[src/rtl/ssp_pkg.sv]
package ssp_pkg;
    localparam int BUS_W   = 32;
    localparam int HALF_W  = 16;
    localparam int BYTE_W  = 8;
    localparam int ADDR_W  = 4;

    localparam logic [ADDR_W-1:0] LOC_DATA = 4'h0;
    localparam logic [ADDR_W-1:0] LOC_POP  = 4'h8;

    typedef enum logic {
        M_IDLE,
        M_RUN
    } mstate_e;

    typedef struct packed {
        logic [BYTE_W-1:0] hi;
        logic [BYTE_W-1:0] lo;
    } pair_t;

    // Order on the wire: low byte leaves first, MSB of each byte first.
    function automatic logic [HALF_W-1:0] wire_order(input pair_t p);
        return {p.lo, p.hi};
    endfunction
endpackage

[src/rtl/ssp_fifo.sv]
module ssp_fifo #(
    parameter int WIDTH = 16,
    parameter int DEPTH = 8
) (
    input  logic             clk,
    input  logic             rst,
    input  logic             wr_en,
    input  logic [WIDTH-1:0] din,
    input  logic             rd_en,
    output logic [WIDTH-1:0] dout,
    output logic             full,
    output logic             empty
);
    localparam int PW = (DEPTH > 1) ? $clog2(DEPTH) : 1;
    localparam logic [PW:0] FULL_CNT = DEPTH[PW:0];

    logic [WIDTH-1:0] mem [DEPTH];
    logic [PW-1:0]    wptr, rptr;
    logic [PW:0]      count;
    logic             do_wr, do_rd;

    assign full  = (count == FULL_CNT);
    assign empty = (count == '0);
    assign do_wr = wr_en && !full;
    assign do_rd = rd_en && !empty;
    assign dout  = mem[rptr];

    always_ff @(posedge clk) begin
        if (do_wr) mem[wptr] <= din;
    end

    always_ff @(posedge clk) begin
        if (rst) begin
            wptr  <= '0;
            rptr  <= '0;
            count <= '0;
        end else begin
            if (do_wr) wptr <= (wptr == PW'(DEPTH - 1)) ? '0 : wptr + 1'b1;
            if (do_rd) rptr <= (rptr == PW'(DEPTH - 1)) ? '0 : rptr + 1'b1;
            case ({do_wr, do_rd})
                2'b10:   count <= count + 1'b1;
                2'b01:   count <= count - 1'b1;
                default: count <= count;
            endcase
        end
    end
endmodule

[src/rtl/ssp_engine.sv]
module ssp_engine
    import ssp_pkg::*;
#(
    parameter int DIV_W = 8
) (
    input  logic              clk,
    input  logic              rst,
    input  logic              master,
    input  logic [DIV_W-1:0]  half_div,
    input  logic              tx_avail,
    input  logic [HALF_W-1:0] tx_word,
    output logic              tx_take,
    input  logic              sclk_in,
    input  logic              frame_in,
    input  logic              sdi,
    input  logic              flush,
    output logic              rx_push,
    output logic [HALF_W-1:0] rx_word,
    output logic              frame_end,
    output logic              lo_held,
    output logic [BYTE_W-1:0] lo_byte,
    output logic              sclk_out,
    output logic              frame_out,
    output logic              sdo,
    output logic              busy
);
    localparam int SYNC_N = 2;

    // ---------------- slave-side synchronizers ----------------
    logic [SYNC_N-1:0] sclk_q, frm_q, sdi_q;
    logic              sclk_p, frm_p;
    logic              s_rise, s_fall, s_start, s_end;

    always_ff @(posedge clk) begin
        if (rst) begin
            sclk_q <= '0;
            frm_q  <= '0;
            sdi_q  <= '0;
            sclk_p <= 1'b0;
            frm_p  <= 1'b0;
        end else begin
            sclk_q <= {sclk_q[SYNC_N-2:0], sclk_in};
            frm_q  <= {frm_q[SYNC_N-2:0], frame_in};
            sdi_q  <= {sdi_q[SYNC_N-2:0], sdi};
            sclk_p <= sclk_q[SYNC_N-1];
            frm_p  <= frm_q[SYNC_N-1];
        end
    end

    assign s_rise  =  sclk_q[SYNC_N-1] && !sclk_p;
    assign s_fall  = !sclk_q[SYNC_N-1] &&  sclk_p;
    assign s_start =  frm_q[SYNC_N-1]  && !frm_p;
    assign s_end   = !frm_q[SYNC_N-1]  &&  frm_p;

    // ---------------- master clock generator ----------------
    mstate_e           m_state;
    logic [DIV_W-1:0]  m_cnt;
    logic              m_sclk, m_frame;
    logic [3:0]        m_bits;
    logic              m_tick, m_start, m_rise, m_fall, m_last;

    assign m_tick  = (m_state == M_RUN) && (m_cnt == half_div - 1'b1);
    assign m_start = master && (m_state == M_IDLE) && tx_avail;
    assign m_rise  = m_tick && !m_sclk;
    assign m_fall  = m_tick &&  m_sclk;
    assign m_last  = m_fall && (m_bits == 4'd15);

    always_ff @(posedge clk) begin
        if (rst) begin
            m_state <= M_IDLE;
            m_cnt   <= '0;
            m_sclk  <= 1'b0;
            m_frame <= 1'b0;
            m_bits  <= '0;
        end else begin
            case (m_state)
                M_IDLE: begin
                    if (m_start) begin
                        m_state <= M_RUN;
                        m_cnt   <= '0;
                        m_sclk  <= 1'b0;
                        m_frame <= 1'b1;
                        m_bits  <= '0;
                    end
                end
                default: begin
                    if (m_tick) begin
                        m_cnt  <= '0;
                        m_sclk <= !m_sclk;
                        if (m_fall) m_bits <= m_bits + 1'b1;
                        if (m_last) begin
                            m_state <= M_IDLE;
                            m_frame <= 1'b0;
                        end
                    end else begin
                        m_cnt <= m_cnt + 1'b1;
                    end
                end
            endcase
        end
    end

    // ---------------- unified bit events ----------------
    logic ev_start, ev_end, ev_rise, ev_fall, bit_in;

    assign ev_start = master ? m_start : s_start;
    assign ev_end   = master ? m_last  : s_end;
    assign ev_rise  = master ? m_rise  : (frm_q[SYNC_N-1] && s_rise);
    assign ev_fall  = master ? m_fall  : (frm_q[SYNC_N-1] && s_fall);
    assign bit_in   = master ? sdi     : sdi_q[SYNC_N-1];

    // ---------------- transmit shifter ----------------
    logic [HALF_W-1:0] tx_sh;
    logic [3:0]        tx_cnt;
    logic              reload;
    logic [HALF_W-1:0] load_val;

    assign reload   = ev_start || (!master && ev_fall && (tx_cnt == 4'd15));
    assign tx_take  = reload && tx_avail;
    assign load_val = tx_avail ? wire_order(pair_t'(tx_word)) : '0;

    always_ff @(posedge clk) begin
        if (rst) begin
            tx_sh  <= '0;
            tx_cnt <= '0;
        end else if (reload) begin
            tx_sh  <= load_val;
            tx_cnt <= '0;
        end else if (ev_fall) begin
            tx_sh  <= {tx_sh[HALF_W-2:0], 1'b0};
            tx_cnt <= tx_cnt + 1'b1;
        end
    end

    // ---------------- receive assembler ----------------
    logic [BYTE_W-2:0] rx_sh;
    logic [2:0]        rx_cnt;
    logic [BYTE_W-1:0] new_byte;
    logic              byte_done;
    logic [BYTE_W-1:0] lo_q;
    logic              held_q;

    assign new_byte  = {rx_sh, bit_in};
    assign byte_done = ev_rise && (rx_cnt == 3'd7);

    always_ff @(posedge clk) begin
        if (rst) begin
            rx_sh  <= '0;
            rx_cnt <= '0;
            lo_q   <= '0;
            held_q <= 1'b0;
        end else begin
            if (ev_start) begin
                rx_cnt <= '0;
            end else if (ev_rise) begin
                rx_sh  <= new_byte[BYTE_W-2:0];
                rx_cnt <= rx_cnt + 1'b1;
            end
            if (byte_done) begin
                if (held_q) begin
                    held_q <= 1'b0;
                end else begin
                    lo_q   <= new_byte;
                    held_q <= 1'b1;
                end
            end else if (flush) begin
                held_q <= 1'b0;
            end
        end
    end

    assign rx_push   = byte_done && held_q;
    assign rx_word   = {new_byte, lo_q};
    assign frame_end = ev_end;
    assign lo_held   = held_q;
    assign lo_byte   = lo_q;
    assign sclk_out  = m_sclk;
    assign frame_out = m_frame;
    assign sdo       = tx_sh[HALF_W-1];
    assign busy      = master ? (m_state == M_RUN) : frm_q[SYNC_N-1];
endmodule

[src/rtl/ssp_frontend.sv]
module ssp_frontend
    import ssp_pkg::*;
#(
    parameter int FIFO_DEPTH = 8,
    parameter int DIV_W      = 8
) (
    input  logic              clk,
    input  logic              rst,
    input  logic [ADDR_W-1:0] bus_addr,
    input  logic              bus_wr,
    input  logic              bus_rd,
    input  logic [BUS_W-1:0]  bus_wdata,
    output logic [BUS_W-1:0]  bus_rdata,
    input  logic              cfg_master,
    input  logic [DIV_W-1:0]  cfg_half_div,
    input  logic              sclk_in,
    input  logic              frame_in,
    input  logic              sdi,
    output logic              sclk_out,
    output logic              frame_out,
    output logic              sdo,
    output logic              busy,
    output logic              tx_full,
    output logic              tx_empty,
    output logic              rx_full,
    output logic              rx_empty,
    output logic              tx_ovf,
    output logic              res_valid,
    output logic              res_frame
);
    logic sel_data, sel_pop, tx_wr, rx_rd, pop_wr;
    logic unused_upper;

    assign sel_data     = (bus_addr == LOC_DATA);
    assign sel_pop      = (bus_addr == LOC_POP);
    assign tx_wr        = bus_wr && sel_data;
    assign rx_rd        = bus_rd && sel_data;
    assign pop_wr       = bus_wr && sel_pop;
    assign unused_upper = ^bus_wdata[BUS_W-1:HALF_W];

    logic [HALF_W-1:0] tx_head, rx_head, eng_rx_word, rx_din;
    logic              tx_take, eng_push, frame_end, held;
    logic [BYTE_W-1:0] held_byte;
    logic              rx_wr;

    ssp_fifo #(.WIDTH(HALF_W), .DEPTH(FIFO_DEPTH)) u_txq (
        .clk   (clk),
        .rst   (rst),
        .wr_en (tx_wr),
        .din   (bus_wdata[HALF_W-1:0]),
        .rd_en (tx_take),
        .dout  (tx_head),
        .full  (tx_full),
        .empty (tx_empty)
    );

    assign rx_wr  = eng_push || (pop_wr && held);
    assign rx_din = eng_push ? eng_rx_word : {{BYTE_W{1'b0}}, held_byte};

    ssp_fifo #(.WIDTH(HALF_W), .DEPTH(FIFO_DEPTH)) u_rxq (
        .clk   (clk),
        .rst   (rst),
        .wr_en (rx_wr),
        .din   (rx_din),
        .rd_en (rx_rd),
        .dout  (rx_head),
        .full  (rx_full),
        .empty (rx_empty)
    );

    ssp_engine #(.DIV_W(DIV_W)) u_eng (
        .clk       (clk),
        .rst       (rst),
        .master    (cfg_master),
        .half_div  (cfg_half_div),
        .tx_avail  (!tx_empty),
        .tx_word   (tx_head),
        .tx_take   (tx_take),
        .sclk_in   (sclk_in),
        .frame_in  (frame_in),
        .sdi       (sdi),
        .flush     (pop_wr),
        .rx_push   (eng_push),
        .rx_word   (eng_rx_word),
        .frame_end (frame_end),
        .lo_held   (held),
        .lo_byte   (held_byte),
        .sclk_out  (sclk_out),
        .frame_out (frame_out),
        .sdo       (sdo),
        .busy      (busy)
    );

    always_ff @(posedge clk) begin
        if (rst) begin
            tx_ovf    <= 1'b0;
            res_valid <= 1'b0;
        end else begin
            if (tx_wr && tx_full) tx_ovf <= 1'b1;
            if (pop_wr)                 res_valid <= 1'b0;
            else if (frame_end && held) res_valid <= 1'b1;
        end
    end

    assign res_frame = held;
    assign bus_rdata = rx_empty ? '0 : {{(BUS_W-HALF_W){1'b0}}, rx_head};
endmodule

[config.mk]
export PLATFORM = sky130hd
export DESIGN_NAME = ssp_frontend
export DESIGN_NICKNAME = d
export VERILOG_FILES = /design/src/rtl/ssp_pkg.sv /design/src/rtl/ssp_fifo.sv /design/src/rtl/ssp_engine.sv /design/src/rtl/ssp_frontend.sv
export SDC_FILE = /design/constraint.sdc
export NUM_CORES = 1
export LEC_CHECK = 0
export ABC_AREA = 1
export BUFFER_PORTS_ARGS = -buffer_cell sky130_fd_sc_hd__buf_2
export CORE_ASPECT_RATIO = 1.4
export CORE_MARGIN = 4
export CORE_UTILIZATION = 50
export CTS_BUF_LIST = sky130_fd_sc_hd__clkbuf_16
export DETAILED_ROUTE_END_ITERATION = 16
export GPL_TIMING_DRIVEN = 0
export HOLD_SLACK_MARGIN = 0.06
export PLACE_DENSITY = 0.65
export SLEW_MARGIN = 20
export SYNTH_ARGS = -nofsm -noshare
export SYNTH_HDL_FRONTEND = slang
export SYNTH_HIERARCHICAL = 1
export SYNTH_SLANG_ARGS = --single-unit
export TNS_END_PERCENT = 5
[constraint.sdc]
create_clock -name clk -period 7.2 [get_ports clk]
set_input_delay 1.44 -clock clk [delete_from_list [all_inputs] [get_ports clk]]
set_output_delay 1.44 -clock clk [all_outputs]
set_load 0.02 [all_outputs]
# Word level (Yosys, flattened, before mapping)
# Memory sizes are Yosys's and may differ from the RTL's. A register that Yosys moved wholly into a read port is not among the register bits.
# Index checks and enable logic that the tools add are counted.
[word_totals] reg_bits=84 latch_bits=0 ram_bits=256 mem_bits_ro=0 inputBits=52 elab_cells=161 mem_count=2
[memory_table] name="u_rxq.mem" words=8 width=16 read_ports=1 rd_ports_with_merged_regs=1 write_ports=1 line="ssp_fifo.sv:17" source="logic [WIDTH-1:0] mem [DEPTH];"
[memory_table] name="u_txq.mem" words=8 width=16 read_ports=1 rd_ports_with_merged_regs=1 write_ports=1 line="ssp_fifo.sv:17"
[classes] n_addsub=13 mul=0 n_div=0 magnitude_cmp=0 eq_ne=18 n_shift=0 n_mux=46 bitwise=3 n_reduce_logical=55
[ops] operator="16-bit two-way mux" n=5
[ops] operator="1-bit logical AND" n=27
[ops] operator="1-bit two-way mux" n=24
[ops] operator="3-bit two-way mux" n=8
[ops] operator="8-bit two-way mux" n=3
[ops] operator="4-bit == test, second input constant" n=5
[ops] operator="4-bit by 1-bit adder with 4-bit output, second input constant" n=4
[ops] operator="4-bit two-way mux" n=4
[ops] operator="4-bit one-hot mux with 2 select lines" n=2
[ops] operator="3-bit by 1-bit adder with 3-bit output, second input constant" n=5
[ops] operator="3-bit == test, second input constant" n=5
[ops] operator="4-bit logical NOT" n=3
[ops] operator="1-bit logical NOT" n=10
[ops] operator="2-bit nonzero test" n=5
[ops] operator="8-bit by 1-bit adder with 8-bit output, second input constant" n=1
[ops] operator="8-bit == test" n=1
[ops] operator="4-bit by 1-bit subtractor with 4-bit output, second input constant" n=2
[ops] operator="8-bit by 1-bit subtractor with 8-bit output, second input constant" n=1
[ops] operator="2-bit != test, second input constant" n=3
[ops] operator="2-bit AND reduction" n=3
[ops] operator="3-bit AND reduction" n=2
[ops] operator="2-bit OR reduction" n=3
[ops] operator="2-bit by 1-bit == test with 1-bit output, second input constant" n=2
[ops] operator="2-bit == test, second input constant" n=2
[ops] operator="other kinds (2)" n=5

# Depth between registers and ports, before layout
[logic_depth] word_depth=12 ltp_mapped=28

# Cells and area by module
# Netlist, hierarchy kept.
[by_module_without_submodules] module="ssp_fifo at u_txq" n_inst=1 cells_per_inst=456 area_per_inst_um2=5710.5 seq_area_each_um2=4103.9
[by_module_without_submodules] module="ssp_fifo at u_rxq" n_inst=1 cells_per_inst=456 area_per_inst_um2=5705.5 seq_area_each_um2=4103.9
[by_module_without_submodules] module="ssp_engine" n_inst=1 cells_per_inst=517 area_per_inst_um2=3378.2 seq_area_each_um2=1241.2
[by_module_without_submodules] module="ssp_frontend" n_inst=1 cells_per_inst=114 area_per_inst_um2=555.5 seq_area_each_um2=40.0

# Least setup slack after synthesis
# Ideal clock, no wire load.
[synth_timing] path_type="input -> register" from="input port cfg_half_div[0]" to="memory u_rxq.mem[1][0], enable pin" setup_ns=0.388 arrival_time_ns=4.058 required_time_ns=6.812 slack_ns=2.753 path_stages=21 path_cell_list="inv_2 -> ha_1 -> inv_1 -> nand2_1 -> nand2_1 -> nor2_1 -> nand2_1 -> nor2_1 -> nand3_1 -> nor2_4 -> nand3_2 -> nand2_4 -> nand2_1 -> nor2_1 -> buf_2 -> inv_2 -> nand2_1 -> nand2_2 -> nor2_2 -> inv_1 -> nor2_1"
[synth_via] elab_chain_len=11
[synth_lines] item="start, declared" line="ssp_frontend.sv:15" source="input logic [DIV_W-1:0] cfg_half_div,"
[synth_lines] item="8-bit by 1-bit subtractor with 8-bit output" line="ssp_engine.sv:62" source="assign m_tick = (m_state == M_RUN) && (m_cnt == half_div - 1'b1);"
[synth_lines] item="8-bit == test" line="ssp_engine.sv:62"
[synth_lines] item="1-bit logical AND" line="ssp_engine.sv:62"
[synth_lines] item="1-bit logical AND" line="ssp_engine.sv:64" source="assign m_rise = m_tick && !m_sclk;"
[synth_lines] item="1-bit two-way mux" line="ssp_engine.sv:108" source="assign ev_rise = master ? m_rise : (frm_q[SYNC_N-1] && s_rise);"
[synth_lines] item="1-bit logical AND" line="ssp_engine.sv:144" source="assign byte_done = ev_rise && (rx_cnt == 3'd7);"
[synth_lines] item="1-bit logical AND" line="ssp_engine.sv:172" source="assign rx_push = byte_done && held_q;"
[synth_lines] item="net eng_push" line="ssp_frontend.sv:42" source="logic tx_take, eng_push, frame_end, held;"
[synth_lines] item="1-bit logical OR" line="ssp_frontend.sv:57" source="assign rx_wr = eng_push || (pop_wr && held);"
[synth_lines] item="net rx_wr" line="ssp_frontend.sv:44" source="logic rx_wr;"
[synth_lines] item="1-bit logical AND" line="ssp_fifo.sv:24" source="assign do_wr = wr_en && !full;"
[synth_lines] item="1-bit two-way mux" line="ssp_fifo.sv:29" source="if (do_wr) mem[wptr] <= din;"
[synth_lines] item="1-bit two-way mux (implied by the code)" line="ssp_fifo.sv:29"
[synth_lines] item="end, declared" line="ssp_fifo.sv:17"
# The timed path passes the listed nets, and every way through them passes these cells.

# Final worst setup path
[layout_timing] from="input port cfg_half_div[0]" to="memory u_rxq.mem[5][8], enable pin"
# Same word-level chain as after synthesis.

==> impl_summary.md <==
Pwr
For this design the static power due to leakage is 0.006952 uW. The power density over cell area is 231.8 nW/um^2. The worst vdd rail ir drop is 0.0002503 V.

Worst setup path
For this run, the slowest stage of the critical path takes 0.47 ns. For this design, the slowest cell found on the critical path is sky130_fd_sc_hd__nor2_2. Counting stages on the worst path, the most repeated cell is sky130_fd_sc_hd__nand2_1. The worst setup path is launched from an input pin. In this run the worst setup path terminates at u_rxq/mem[5][8].

The signal on the critical path passes through buf_2, inv_2, ha_1, inv_1, nand2_1, nand2_1, nor2_1, nand2_1, nor2_1, nand3_1, nor2_4, nand3_2, nand2_4, nand2_1, nor2_1, buf_2, inv_2, nand2_1, nand2_2, nor2_2, inv_1, nor2_2, buf_6. The capture instance of the worst register-to-register path is u_rxq/mem[5][8]. The critical path is of the input pin to register type. Measured in cells, the most critical reg-to-reg path has a length of 20.

The capturing element type of the critical path is a register. Data on the critical path is required at its endpoint by 7.42 ns. Data arrives at the worst endpoint at 4.57 ns. Along the worst path, the maximum fanout reaches 9.

The minimum setup slack among reg-to-reg paths is 3.83 ns. The beginning of the critical path is cfg_half_div[0]. The launch point of the worst reg-to-reg path is u_eng/m_cnt[4].

GRT
In the global route stage, overall resource usage came out at 0.2045. The remaining global-route overflow is 0. The largest net degree at the start of global routing is 18. The first global-routing pass estimated 54350 um of wire.

The initial antenna violation count is 0. The number of global-route vias before repair came to 10350.

Run
Max-cap violations in this run came to 0.

STA
Headroom to the max-slew limit came out at 0.5614. Counting I/O delays and the setup requirement, the final critical path takes 4.347 ns. The fmax is 230.0 MHz. After layout, the worst setup slack is 2.853 ns. The setup-violating endpoint count in the final report is 0. The worst clock skew is 0.02665 ns. Of the available clock period, the critical path in the final layout requires 0.6038. The hold violation total from the final report was 0.

The total count of max-transition violations in the final report is 0. At the pin with the least slew margin, the transition time is 0.6555 ns. Setup repair after global routing left no endpoint under its margin. For the final routed database, the setup TNS stands at 0 ns.

Synth
A synthesized cell averages 9.948 sq um. The flip-flop and latch count after synthesis is 346. The Yosys step of the flow raised 6 warnings. The gate count of the mapped netlist is 1543.

The number of different library cells in the post-synthesis netlist is 49. The synthesized netlist occupies a cell area of 15350 sq um. For this run, the register share of the synthesized area comes to 0.6182.

Clock network
For this design, the sink count on the clock tree is 346. The number of buffers inserted during clock tree synthesis is 34. The number of cells upsized or downsized after cts is 0.

The clock slew seen by the registers of the worst setup and hold paths is 0.06 ns. Once the clock tree was built, the setup fixing pass inserted 0 buffers. At the later pin of the worst-skew pair, clock insertion delay measures 0.53 ns. Hold repair after CTS inserted 0 buffers. The H-tree depth is 2.

The clock tree from TritonCTS is built. The cell at the root of the clock tree is sky130_fd_sc_hd__clkbuf_16. The longest clock path from root to sink contains 3 buffers.

Drt
In the routed design, unresolved DRC markers number 0. After detailed routing, the average wire length per cell comes to 16.42 um. After detailed routing, the number of vias per cell comes to 5.136.

The violation count after the first detailed-routing iteration is 620. The vias after detailed routing is 10690. In this run the remaining antenna-violating nets after routing total 0.

The pre-antenna-repair detailed-routing pass consisted of 5 iterations. For this block, the routed nets add up to 34180 um of wire.

Worst hold path
The depth of the worst hold-timing path is 2. The tightest min-delay check is of the register to register type.

Placement
The HPWL reported at the end of detailed placement is 24490 um. During placement, the flow inserted port buffers numbering 62. The weighted congestion reported at the end of routability-driven placement is 0.8310. Timing analysis after detailed placement gives a worst setup slack of 2.284 ns.

Final layout
The area growth from synthesis to layout is 14.54%. The number of antenna diodes in the final layout is 0. Leaving out fill and tap cells, the most frequent cells in the layout are 320 x sky130_fd_sc_hd__nand2_1, 256 x sky130_fd_sc_hd__edfxtp_1, 249 x sky130_fd_sc_hd__nor2_1, 134 x sky130_fd_sc_hd__inv_1, 116 x sky130_fd_sc_hd__o21ai_0. In the final design database the tool counted 1744 nets. The library cell used most frequently in the layout, excluding fill and tap cells, is sky130_fd_sc_hd__nand2_1. Of the cells placed in the final design, the portion with a size suffix greater than 1 is 0.1610.

Run status
The run finished with clean final reports.

Floorplanning
The placeable core area is 30120 sq um. Measured along the y axis, the die boundary spans 215.3 um. The die covers 33610 sq um. The initial utilization of the core area, before any placement, comes to 0.5096. The floorplan has 75 rows. The chip width is 156.1 um.

During I/O placement, the number of pins put on the boundary was 95.
-- metal layers --
metal / wire length [um] / up-vias / share of wire / track usage
met1: 12820 / 4958 / 0.38 / 0.2294
met3: 1598 / 87 / 0.047 / 0.02817
met4: 1318 / 0 / 0.039 / 0.08380
li1: - / 5346 / - / -
met2: 18440 / 298 / 0.54 / 0.3832
met5: 0 / - / 0 / 0
-- final cells by class --
cell class                 count  area, sq um
fill                        2592        12540
sequential                   346         9489
multi-input combinational    977         4791
clock buffer                  35        875.8
buffer                        89        605.6
inverter                     146        560.5
timing repair buffer          78        509.2
tap                          385        481.7
clock inverter                25        269.0
-- stage by stage --
stage,cells,total power [uW],util,instance area (sq um),hold slack [ns]
after floorplan,1558,2263,-,15410,0.3883
after global placement,2005,2302,0.5377,16200,0.3932
after detailed placement,2021,2305,0.5457,16440,0.3967
after CTS,2081,4124,0.5837,17580,0.4074
after global routing,2081,4225,0.5837,17580,0.4204
final,2081,4075,0.5837,17580,0.4047
-- registers in the layout (all words and copies together), names as in the netlist, 4 cells and up, named ones only --
signal	flops
u_rxq/mem	128
u_txq/mem	128
u_eng/tx_sh	16
u_eng/lo_byte	8
u_eng/m_cnt	8
u_eng/rx_sh	7
u_eng/m_bits	4
u_eng/tx_cnt	4
u_rxq/count	4
u_txq/count	4
-- report_power, final --
group / switching (uW) / internal (uW) / leakage (uW)
sequential: 6.47 / 2140 / 0.00310
combinational: 78.6 / 41.1 / 0.00330
clock: 742 / 1070 / 0.000554
-- kinds of logic (layout without fill, tap and decap cells) --
| kind of cell | count (synthesis) | count (layout) | share of synthesized area |
|---|---|---|---|
| and+or+nand+nor | 671 | 671 | 0.1828 |
| DFF | 346 | 346 | 0.6182 |
| buffers and inverters | 235 | 373 | 0.07597 |
| AOI/OAI and AO/OA | 225 | 225 | 0.07727 |
| muxes | 32 | 32 | 0.02087 |
| adders and majority gates | 20 | 20 | 0.01630 |
| xor gates and xnor gates | 13 | 13 | 0.008314 |
| other | 1 | 16 | 0.0002443 |
-- how the worst min path moves through the flow --
stage | from | to | slack, ns
2_1_floorplan | u_eng/frm_q[0] | u_eng/frm_q[1] | 0.39
6_report | u_eng/frm_q[0] | u_eng/frm_q[1] | 0.40
3_3_place_gp | u_eng/sdi_q[0] | u_eng/sdi_q[1] | 0.39
5_1_grt | u_eng/frm_q[0] | u_eng/frm_q[1] | 0.42
4_1_cts | u_eng/frm_q[0] | u_eng/frm_q[1] | 0.41
3_5_place_dp | u_eng/sclk_q[0] | u_eng/sclk_q[1] | 0.40
-- synthesized netlist by cell type, drive strengths merged --
| cell type | instances | share of area |
|---|---|---|
| nand4 | 11 | 0.0055 |
| buf | 73 | 0.035 |
| or2 | 1 | 0.00041 |
| inv | 145 | 0.036 |
| a31oi | 1 | 0.00041 |
| a22oi | 2 | 0.00098 |
| nor2 | 278 | 0.070 |
| dfxtp | 90 | 0.12 |
| xor2 | 4 | 0.0023 |
| nand2 | 335 | 0.086 |
| ha | 20 | 0.016 |
| clkinv | 1 | 0.00024 |
| o22ai | 32 | 0.013 |
| clkbuf | 16 | 0.0042 |
| xnor3 | 1 | 0.0015 |
| nor3 | 5 | 0.0027 |
| conb | 1 | 0.00024 |
| nor3b | 4 | 0.0033 |
| o21ai | 150 | 0.049 |
| mux2i | 32 | 0.021 |
| o31ai | 1 | 0.00049 |
| nand3 | 34 | 0.013 |
| a211oi | 2 | 0.00098 |
| xnor2 | 8 | 0.0046 |
| o211ai | 1 | 0.00049 |
| edfxtp | 256 | 0.50 |
| a21oi | 36 | 0.012 |
| nand3b | 3 | 0.0015 |
-- critical path, delay by kind of cell --
kind,cells,cell delay [ns]
and+or+nand+nor,15,1.96
buffers and inverters,7,0.88
adders and majority gates,1,0.29
Note: power is estimated with default switching activity, not from simulation.
